<file path="src/rtl/adsu_pkg.sv">
package adsu_pkg;

  typedef enum logic [2:0] {
    OP_ADD  = 3'd0,
    OP_ADDX = 3'd1,
    OP_SUB  = 3'd2,
    OP_SUBX = 3'd3,
    OP_CMP  = 3'd4,
    OP_ADDA = 3'd5,
    OP_SUBA = 3'd6,
    OP_NOP  = 3'd7
  } adsu_op_e;

  // flag bits {X,N,Z,V,C}, bit 4 down to 0
  typedef struct packed {
    logic x;
    logic n;
    logic z;
    logic v;
    logic c;
  } adsu_ccr_t;

  typedef struct packed {
    logic sub;
    logic ext;
    logic addr;
    logic cmp;
    logic pass;
  } adsu_ctl_t;

  function automatic adsu_ctl_t decode_op(adsu_op_e op);
    adsu_ctl_t c;
    c = '0;
    case (op)
      OP_ADD:  c = c;
      OP_ADDX: c.ext = 1'b1;
      OP_SUB:  c.sub = 1'b1;
      OP_SUBX: begin c.sub = 1'b1; c.ext = 1'b1; end
      OP_CMP:  begin c.sub = 1'b1; c.cmp = 1'b1; end
      OP_ADDA: c.addr = 1'b1;
      OP_SUBA: begin c.addr = 1'b1; c.sub = 1'b1; end
      default: c.pass = 1'b1;
    endcase
    return c;
  endfunction

  // lane 0 = quarter width, 1 = half, 2 = full; address path is always full
  function automatic logic [1:0] lane_of(logic [1:0] sz, logic addr);
    if (addr || sz[1]) return 2'd2;
    return sz[0] ? 2'd1 : 2'd0;
  endfunction

endpackage

</file>
<file path="src/rtl/adsu_decode.sv">
module adsu_decode
  import adsu_pkg::*;
#(
  parameter int DW = 32
) (
  input  logic [2:0]    op_i,
  input  logic [1:0]    size_i,
  input  logic [DW-1:0] src_i,
  input  logic          x_in,
  output adsu_ctl_t     ctl_o,
  output logic [1:0]    lane_o,
  output logic [DW-1:0] b_o,
  output logic          cin_o
);
  localparam int WW = DW / 2;

  logic ext_bit;

  always_comb begin
    ctl_o  = decode_op(adsu_op_e'(op_i));
    lane_o = lane_of(size_i, ctl_o.addr);
  end

  // address path: half-width source widened by its sign unless full size
  always_comb begin
    if (ctl_o.addr && !size_i[1]) b_o = {{WW{src_i[WW-1]}}, src_i[WW-1:0]};
    else                          b_o = src_i;
  end

  // subtract is a + ~b + 1; an extend borrow removes the +1
  assign ext_bit = ctl_o.ext & x_in;
  assign cin_o   = ctl_o.sub ? ~ext_bit : ext_bit;

endmodule

</file>
<file path="src/rtl/adsu_lanes.sv">
module adsu_lanes #(
  parameter int DW = 32
) (
  input  logic [DW-1:0]      a_i,
  input  logic [DW-1:0]      b_i,
  input  logic               sub_i,
  input  logic               cin_i,
  output logic [2:0][DW-1:0] sum_o,
  output logic [2:0][DW-1:0] mask_o,
  output logic [2:0]         cout_o,
  output logic [2:0]         ovf_o,
  output logic [2:0]         neg_o,
  output logic [2:0]         zero_o
);

  for (genvar k = 0; k < 3; k++) begin : g_lane
    localparam int W = DW >> (2 - k);
    logic [W-1:0] bb;
    logic [W:0]   ext_sum;

    assign bb      = sub_i ? ~b_i[W-1:0] : b_i[W-1:0];
    assign ext_sum = {1'b0, a_i[W-1:0]} + {1'b0, bb} + (W+1)'(cin_i);

    assign sum_o[k]  = DW'(ext_sum[W-1:0]);
    assign mask_o[k] = DW'({W{1'b1}});
    assign cout_o[k] = ext_sum[W];
    assign ovf_o[k]  = (a_i[W-1] == bb[W-1]) && (ext_sum[W-1] != a_i[W-1]);
    assign neg_o[k]  = ext_sum[W-1];
    assign zero_o[k] = (ext_sum[W-1:0] == '0);
  end

endmodule

</file>
<file path="src/rtl/adsu_ccr_gen.sv">
module adsu_ccr_gen
  import adsu_pkg::*;
(
  input  adsu_ctl_t  ctl_i,
  input  logic [1:0] lane_i,
  input  logic [2:0] cout_i,
  input  logic [2:0] ovf_i,
  input  logic [2:0] neg_i,
  input  logic [2:0] zero_i,
  input  adsu_ccr_t  ccr_i,
  output adsu_ccr_t  ccr_o,
  output logic       carry_o,
  output logic       ovf_o
);

  logic raw_cout;

  assign raw_cout = cout_i[lane_i];
  assign carry_o  = ctl_i.sub ? ~raw_cout : raw_cout;
  assign ovf_o    = ovf_i[lane_i];

  always_comb begin
    if (ctl_i.pass || ctl_i.addr) begin
      ccr_o = ccr_i;
    end else begin
      ccr_o.n = neg_i[lane_i];
      ccr_o.v = ovf_o;
      ccr_o.c = carry_o;
      ccr_o.z = ctl_i.ext ? (zero_i[lane_i] & ccr_i.z) : zero_i[lane_i];
      ccr_o.x = ctl_i.cmp ? ccr_i.x : carry_o;
    end
  end

endmodule

</file>
<file path="src/rtl/adsu_unit.sv">
module adsu_unit
  import adsu_pkg::*;
#(
  parameter int DW = 32
) (
  input  logic          clk,
  input  logic          rst_n,
  input  logic          in_valid,
  input  logic [2:0]    op_i,
  input  logic [1:0]    size_i,
  input  logic [DW-1:0] dst_i,
  input  logic [DW-1:0] src_i,
  input  logic [4:0]    ccr_i,
  output logic          out_valid,
  output logic [DW-1:0] result_o,
  output logic [4:0]    ccr_o
);

  adsu_ctl_t          w_ctl;
  logic [1:0]         w_lane;
  logic [DW-1:0]      w_b;
  logic               w_cin;
  logic [2:0][DW-1:0] w_sum;
  logic [2:0][DW-1:0] w_mask;
  logic [2:0]         w_cout;
  logic [2:0]         w_lovf;
  logic [2:0]         w_neg;
  logic [2:0]         w_zero;
  adsu_ccr_t          w_ccr_in;
  adsu_ccr_t          w_ccr_next;
  logic               w_sel_carry;
  logic               w_sel_ovf;
  logic [DW-1:0]      w_result;

  assign w_ccr_in = adsu_ccr_t'(ccr_i);

  adsu_decode #(.DW(DW)) u_decode (
    .op_i   (op_i),
    .size_i (size_i),
    .src_i  (src_i),
    .x_in   (w_ccr_in.x),
    .ctl_o  (w_ctl),
    .lane_o (w_lane),
    .b_o    (w_b),
    .cin_o  (w_cin)
  );

  adsu_lanes #(.DW(DW)) u_lanes (
    .a_i    (dst_i),
    .b_i    (w_b),
    .sub_i  (w_ctl.sub),
    .cin_i  (w_cin),
    .sum_o  (w_sum),
    .mask_o (w_mask),
    .cout_o (w_cout),
    .ovf_o  (w_lovf),
    .neg_o  (w_neg),
    .zero_o (w_zero)
  );

  adsu_ccr_gen u_ccr (
    .ctl_i   (w_ctl),
    .lane_i  (w_lane),
    .cout_i  (w_cout),
    .ovf_i   (w_lovf),
    .neg_i   (w_neg),
    .zero_i  (w_zero),
    .ccr_i   (w_ccr_in),
    .ccr_o   (w_ccr_next),
    .carry_o (w_sel_carry),
    .ovf_o   (w_sel_ovf)
  );

  // compare and no-op keep the destination; sized ops merge into it
  always_comb begin
    if (w_ctl.pass || w_ctl.cmp) w_result = dst_i;
    else if (w_ctl.addr)         w_result = w_sum[2];
    else                         w_result = (dst_i & ~w_mask[w_lane]) | w_sum[w_lane];
  end

  always_ff @(posedge clk or negedge rst_n) begin
    if (!rst_n) begin
      out_valid <= 1'b0;
      result_o  <= '0;
      ccr_o     <= '0;
    end else begin
      out_valid <= in_valid;
      if (in_valid) begin
        result_o <= w_result;
        ccr_o    <= w_ccr_next;
      end
    end
  end

endmodule

</file>
<file path="config.mk">
export PLATFORM = sky130hd
export DESIGN_NAME = adsu_unit
export DESIGN_NICKNAME = d
export VERILOG_FILES = /design/src/rtl/adsu_pkg.sv /design/src/rtl/adsu_decode.sv /design/src/rtl/adsu_lanes.sv /design/src/rtl/adsu_ccr_gen.sv /design/src/rtl/adsu_unit.sv
export SDC_FILE = /design/constraint.sdc
export NUM_CORES = 1
export LEC_CHECK = 0
export ABC_CLOCK_PERIOD_IN_PS = 1700
export BUFFER_PORTS_ARGS = -buffer_cell sky130_fd_sc_hd__clkbuf_2
export CELL_PAD_IN_SITES_DETAIL_PLACEMENT = 0
export CELL_PAD_IN_SITES_GLOBAL_PLACEMENT = 2
export CORE_ASPECT_RATIO = 1.75
export CORE_MARGIN = 5
export CORE_UTILIZATION = 33
export CTS_CLUSTER_SIZE = 24
export DETAILED_ROUTE_END_ITERATION = 10
export GPL_TIMING_DRIVEN = 0
export PLACE_DENSITY = 0.85
export SLEW_MARGIN = 0
export SYNTH_ARGS = -nofsm -noshare
export SYNTH_HDL_FRONTEND = slang
export SYNTH_SLANG_ARGS = --single-unit
export TNS_END_PERCENT = 10
</file>
<file path="constraint.sdc">
create_clock -name clk -period 1.7 [get_ports clk]
set_clock_uncertainty 0.05 [all_clocks]
set_input_delay 0.085 -clock clk [delete_from_list [all_inputs] [get_ports clk]]
set_output_delay 0.085 -clock clk [all_outputs]
set_load 0.02 [all_outputs]
</file>
==> impl_metrics.tcl, run 1 <==
set metrics [dict create \
    outcome "finished with violations" \
    violations "negative setup slack" \
    grt_max_degree 39 \
    finalSetupViolCount 36 \
    fp.dieH_um 168 \
    min_path_type "in2reg" \
    p_leak_nw 2.85 \
    fin_cells 943 \
    r2r-start "ccr_o[4]" \
    antenna_found_initial 0 \
    core_area_sq_mm 0.0139 \
    drv_slew 0 \
    yosysWarnings 0 \
    clock_latency_ns 0.30 \
    hold_viol_final 0 \
    cts_tree "yes" \
    rsz0062_at_grt "yes" \
    cts_root_buf "clkbuf_16" \
    final_net_count 875 \
    netlist_area_sq_mm 0.00469 \
    grt_pass1_wl_mm 29.8 \
    drtIter0Drc 173 \
    cp.arrival_ns 3.60 \
    worstMarginPinSlew_ns 1.17 \
    cp-startpoint "op_i[2]" \
    worstSetupEndpoint "ccr_o[2]" \
    post-dp-hpwl_mm 15.0 \
    clk_pin_slew_ns 0.07 \
    synthToLayoutAreaGrowth_pct 35.2 \
    worst_r2r_path_depth 3 \
    drive_gt1_share_pct 31.2 \
    synth.distinct_cells 69 \
    grt_pass1_vias 5604 \
    dr_total_vias 5217 \
    die-area_sq_mm 0.0168 \
    worst-path-max-fanout 10 \
    port_buffers 110 \
    syn_area_per_cell_sq_um 7.51 \
    clock.fmax_mhz 292 \
    wl_per_cell_um 19.8 \
    regToRegEndpoint "ccr_o[4]" \
    cts-htree-levels 2 \
    period_share_pct 201 \
    initial_core_util_pct 33.7 \
    synth_nets 735 \
    critPathLaunchType "input pin" \
    finalInstanceArea_sq_mm 0.00634 \
    synthFlopType "dfrtp_1" \
    ir_drop_mv 0.394 \
    ioPinCount 115 \
    reg2reg_slack_ns 0.65 \
    antennaDiodeCount 0 \
    cts-buffers-inserted 5 \
    grt_overflow_total 0 \
    end_kind "register" \
    finalPower_mw 6.17 \
    row_count 57 \
    period_minus_slack_ns 3.42 \
    drv_cap 0 \
    cts_buffer_depth 2 \
    vias_per_cell 5.53 \
    clkSinkCount 38 \
    wl_mm 18.6 \
    grt_usage_pct 22.4 \
    synth-seq-cells 38 \
    synth-edff-count 0 \
    placed_area_sq_mm 0.00565 \
    worst_slack_ns -1.72 \
    synth_cells 625 \
    drc 0 \
    dr.pass1.iters 4 \
    p_per_area_mw_per_mm2 973 \
    worst_ep_required_time_ns 1.87 \
    placed_cells 912 \
    slew_headroom_pct 22.2 \
    ys_seq_area_share_pct 20.3 \
    ys_async_sr_fraction_pct 100 \
    crit_type "in2reg" \
    ant_nets 0 \
    gp_congestion 0.919 \
    fp.dieW_um 100 \
]
==> worst max-delay path, stage by stage <==
cell,delay [ns]
clkbuf_16,0.12
buf_8,0.12
nand2_4,0.06
o21ai_4,0.07
buf_4,0.13
buf_4,0.12
buf_4,0.15
clkbuf_16,0.18
xnor2_1,0.18
ha_1,0.32
and4_1,0.27
and2_0,0.14
a22o_1,0.23
o311a_1,0.36
o22ai_2,0.22
xor2_1,0.22
nor4b_2,0.30
nand4_1,0.16
o21ai_2,0.15
==> state kept, by name, indices dropped and copies added (netlist names) <==
register and count:
result_o 32, ccr_o 5, out_valid 1
==> cell usage in the layout, fill, tap and decap left out, types with 7 or more instances in the layout <==
cell / n
buf_4: 21
clkbuf_1: 15
nand4_1: 8
o21ai_2: 9
mux2i_1: 16
and3_1: 7
o21a_1: 9
clkbuf_16: 10
clkbuf_2: 112
xnor2_1: 38
nand3_1: 18
a21oi_1: 62
nor3_1: 10
o211ai_1: 12
dfrtp_1: 38
nor2_1: 54
a31oi_1: 9
ha_1: 29
o21ai_0: 27
xor2_1: 9
a21o_1: 15
o21ai_1: 8
a21oi_2: 10
nand2_1: 56
inv_1: 19
a211oi_1: 7
==> routing by layer <==
layer / track usage, % / up-vias / wire length, um
li1: - / 2575 / -
met1: 23.9 / 2488 / 7000
met2: 44.0 / 122 / 10500
met3: 2.46 / 32 / 639
met4: 7.39 / 0 / 530
met5: 0 / - / 0
==> logic make-up after synthesis <==
family | after synthesis | synth area share (%)
DFF | 38 | 20.3
adders and majority gates | 33 | 9.12
buffers and inverters | 59 | 5.28
xor gates and xnor gates | 56 | 10.5
AOI/OAI and AO/OA | 210 | 28.7
muxes | 21 | 4.59
and+or+nand+nor | 208 | 21.6
==> how the worst min path moves through the flow <==
stage,start,end,cells past startpoint
2_1_floorplan,rst_n,ccr_o[0],0
3_3_place_gp,in_valid,out_valid,1
3_5_place_dp,in_valid,out_valid,1
4_1_cts,dst_i[30],result_o[30],3
5_1_grt,dst_i[30],result_o[30],3
6_report,dst_i[30],result_o[30],3
==> synthesized netlist by cell type, types with 13 or more instances <==
cell type  number  area share (%)
inv_1          20             1.6
clkbuf_1       29             2.3
o21ai_0        33             3.5
nor3_1         13             1.4
a21o_1         15             2.4
xnor2_1        44             8.2
ha_1           31             8.3
nand2_1        60             4.8
mux2i_1        17             3.6
nand3_1        21             2.2
dfrtp_1        38              20
a21oi_1        71             7.6
nor2_1         57             4.6
==> where the power goes <==
part	switching (mW)	leakage (nW)	internal [mW]	total [mW]
Sequential	0.128	0.433	1.11	1.24
Clock	0.456	0.0836	0.690	1.15
Combinational	2.27	2.33	1.51	3.78
==> cell type report <==
type	instances	area, sq um
well taps	177	221
fillers	1478	7570
flip-flops and latches	38	951
inverters	20	75.1
plain buffers	38	313
clock buffers	5	125
repair buffers	134	777
multi-input cells	528	3840
clock inverters	3	40.0
==> stage by stage <==
stage | TNS [ns] | worst slack (ns) | hold WS [ns] | util [%]
final | -38.68 | -1.72 | 0.00188 | 45.6
after global placement | -65.89 | -2.65 | 0.184 | 40.6
after CTS | -39.63 | -1.77 | 0.000753 | 44.7
after global routing | -44.78 | -1.91 | 0.0211 | 45.6
after detailed placement | -66.57 | -2.59 | 0.189 | 40.6
after floorplan | -38.50 | -1.72 | -0.261 | -
==> what timing repair did <==
item,CTS,global route
endpoints found under the setup margin,37,37
resized for setup,47,29
pin swaps,26,18
setup buffers,16,4
endpoints found under the hold margin,11,0
hold buffers,4,0
(Power assumes the default switching activity.)
==> run 2, diff against run 1 <==
==> constraint.sdc (replaced) <==
create_clock -name clk -period 1.7 [get_ports clk]
set_clock_uncertainty 0.05 [all_clocks]
set_input_delay 0.34 -clock clk [delete_from_list [all_inputs] [get_ports clk]]
set_output_delay 0.34 -clock clk [all_outputs]
set_load 0.02 [all_outputs]
==> impl_metrics.tcl, run 2 (synthesis gave the netlist of run 1 again) <==
set metrics [dict create \
    largest_register_ffs 32 \
    drv_slew 0 \
    sw_frac_of_total_pct 46.3 \
    core_area_sq_mm 0.0139 \
    drive_gt1_share_pct 31.5 \
    ioPinCount 115 \
    vias_per_cell 5.58 \
    p_leak_nw 2.84 \
    power_frac_seq_pct 20.1 \
    outcome "finished with violations" \
    dr_total_vias 5241 \
    final_net_count 871 \
    cp.arrival_ns 3.87 \
    top_regs "result_o: 32 flops, ccr_o: 5 flops, out_valid: 1 flops" \
    critPathMaxStageDelay_ns 0.36 \
    gp_congestion 0.919 \
    violations "negative setup slack" \
    placed_area_sq_mm 0.00565 \
    worst_slack_ns -1.99 \
    critPathLaunchType "input pin" \
    finalInstanceArea_sq_mm 0.00630 \
    fin_cells 939 \
    internal-power_mw 3.31 \
    antenna_found_initial 0 \
    holdWs_ns 0.131 \
    reg2reg_slack_ns 0.65 \
    grt_overflow_total 0 \
    p_per_area_mw_per_mm2 978 \
    cts-buffers-inserted 5 \
    path_buf_inv 6 \
    min_path_type "in2reg" \
    cts_root_buf "clkbuf_16" \
    layout_commonest_cell "clkbuf_2" \
    cts-htree-levels 2 \
    drv_cap 0 \
    holdBufCountCts 0 \
    p_comb_share_pct 61.3 \
    ant_nets 0 \
    antennaDiodeCount 0 \
    period_minus_slack_ns 3.69 \
    drtIter0Drc 145 \
    fin_tns_setup_ns -47.87 \
    grt_pass1_wl_mm 29.8 \
    finalPower_mw 6.17 \
    placed_cells 912 \
    clk_pin_slew_ns 0.07 \
    final_core_util_pct 45.3 \
    grt_max_degree 39 \
    regMostFlops "result_o" \
    fillers 1482 \
    final_cell_mix "clkbuf_2, a21oi_1, nand2_1" \
    die-area_sq_mm 0.0168 \
    slowest_stage "o311a_1" \
    crit_family "compound AO/OA/AOI/OAI gates" \
    post-dp-hpwl_mm 15.0 \
    clock_latency_ns 0.30 \
    drc 0 \
    p_sw_mw 2.86 \
    cp_cell_sequence "clkbuf_16, buf_8, nand2_4, o21ai_4, buf_4, buf_4, buf_4, clkbuf_16, xnor2_1, ha_1, and4_1, and2_0, a22o_1, o311a_1, o22ai_2, xor2_1, nor4b_2, nand4_1, o21ai_2" \
    row_count 57 \
    wl_mm 18.6 \
    worst_ep_required_time_ns 1.88 \
    period_share_pct 217 \
    slew_headroom_pct 21.8 \
    synthToLayoutAreaGrowth_pct 34.4 \
    ir_drop_mv 0.394 \
    cts_buffer_depth 2 \
    pre_cts_ws_ns -2.85 \
    clkSinkCount 38 \
    grt_pass1_vias 5602 \
    initial_core_util_pct 33.7 \
    wl_per_cell_um 19.9 \
    crit_type "in2reg" \
    fp.dieH_um 168 \
    grt_usage_pct 22.4 \
    hold_viol_final 0 \
    cpMostUsedCell "buf_4" \
    clock.fmax_mhz 271 \
    end_kind "register" \
    fp.dieW_um 100 \
    port_buffers 110 \
    finalSetupViolCount 36 \
    dr.pass1.iters 4 \
    worstMarginPinSlew_ns 1.17 \
    clock_power_share_pct 18.6 \
    worst-path-max-fanout 10 \
    cts_tree "yes" \
    rsz0062_at_grt "yes" \
]
run 2: cell types whose count changed in the layout (fill, tap and decap cells not counted):
cell / delta
clkbuf_1: -1
clkbuf_2: +1
dlygate4sd3_1: -4
o21ai_0: -1
o21ai_1: +1
run 2: timing repair:
item	in CTS	in global routing
setup buffers	16	4
resized for setup	49	29
setup endpoints to repair	37	37
pin swaps	27	18
run 2: per-layer routing:
metal  share of wire (%)  up-vias  routed length [um]  GRT usage, %
met1                  37     2508                6940          23.9
met5                   0        -                   0             0
met4                 2.8        0                 529          7.39
met3                 3.6       35                 670          2.46
li1                    -     2567                   -             -
met2                  56      131               10500          44.0
run 2: power groups by stage:
| stage | clock (mW) | sequential, mW | combinational, mW |
|---|---|---|---|
| detailed placement | 0 | 1.26 | 3.44 |
| floorplan | 0 | 1.50 | 2.14 |
| global placement | 0 | 1.25 | 3.43 |
| CTS | 1.16 | 1.25 | 3.69 |
| finish | 1.15 | 1.24 | 3.78 |
| global route | 1.18 | 1.27 | 4.15 |
run 2: worst reg2reg max path, stage by stage, from the launching register on:
cell	delay (ns)
dfrtp_1	0.38
inv_1	0.05
o21ai_0	0.06
or3b_1	0.39
run 2: final cells by class:
class                           instances  area [sq um]  area share (%)
Buffer                                 38           314            4.98
Clock buffer                            5           125            1.99
Clock inverter                          3          40.0           0.635
Inverter                               20          75.1            1.19
Multi-Input combinational cell        528          3840            60.9
Sequential cell                        38           951            15.1
Tap cell                              177           221            3.51
Timing Repair Buffer                  130           737            11.7
run 2: final timing paths:
kind / start / to / depth (start not counted)
setup / recovery: op_i[2] / ccr_o[2] / 19
hold / removal: in_valid / out_valid / 1
setup reg to reg: ccr_o[4] / ccr_o[4] / 3
hold reg to reg: result_o[29] / result_o[29] / 1
max in group asynchronous: rst_n / result_o[5] / 1
min in group asynchronous: rst_n / result_o[20] / 1
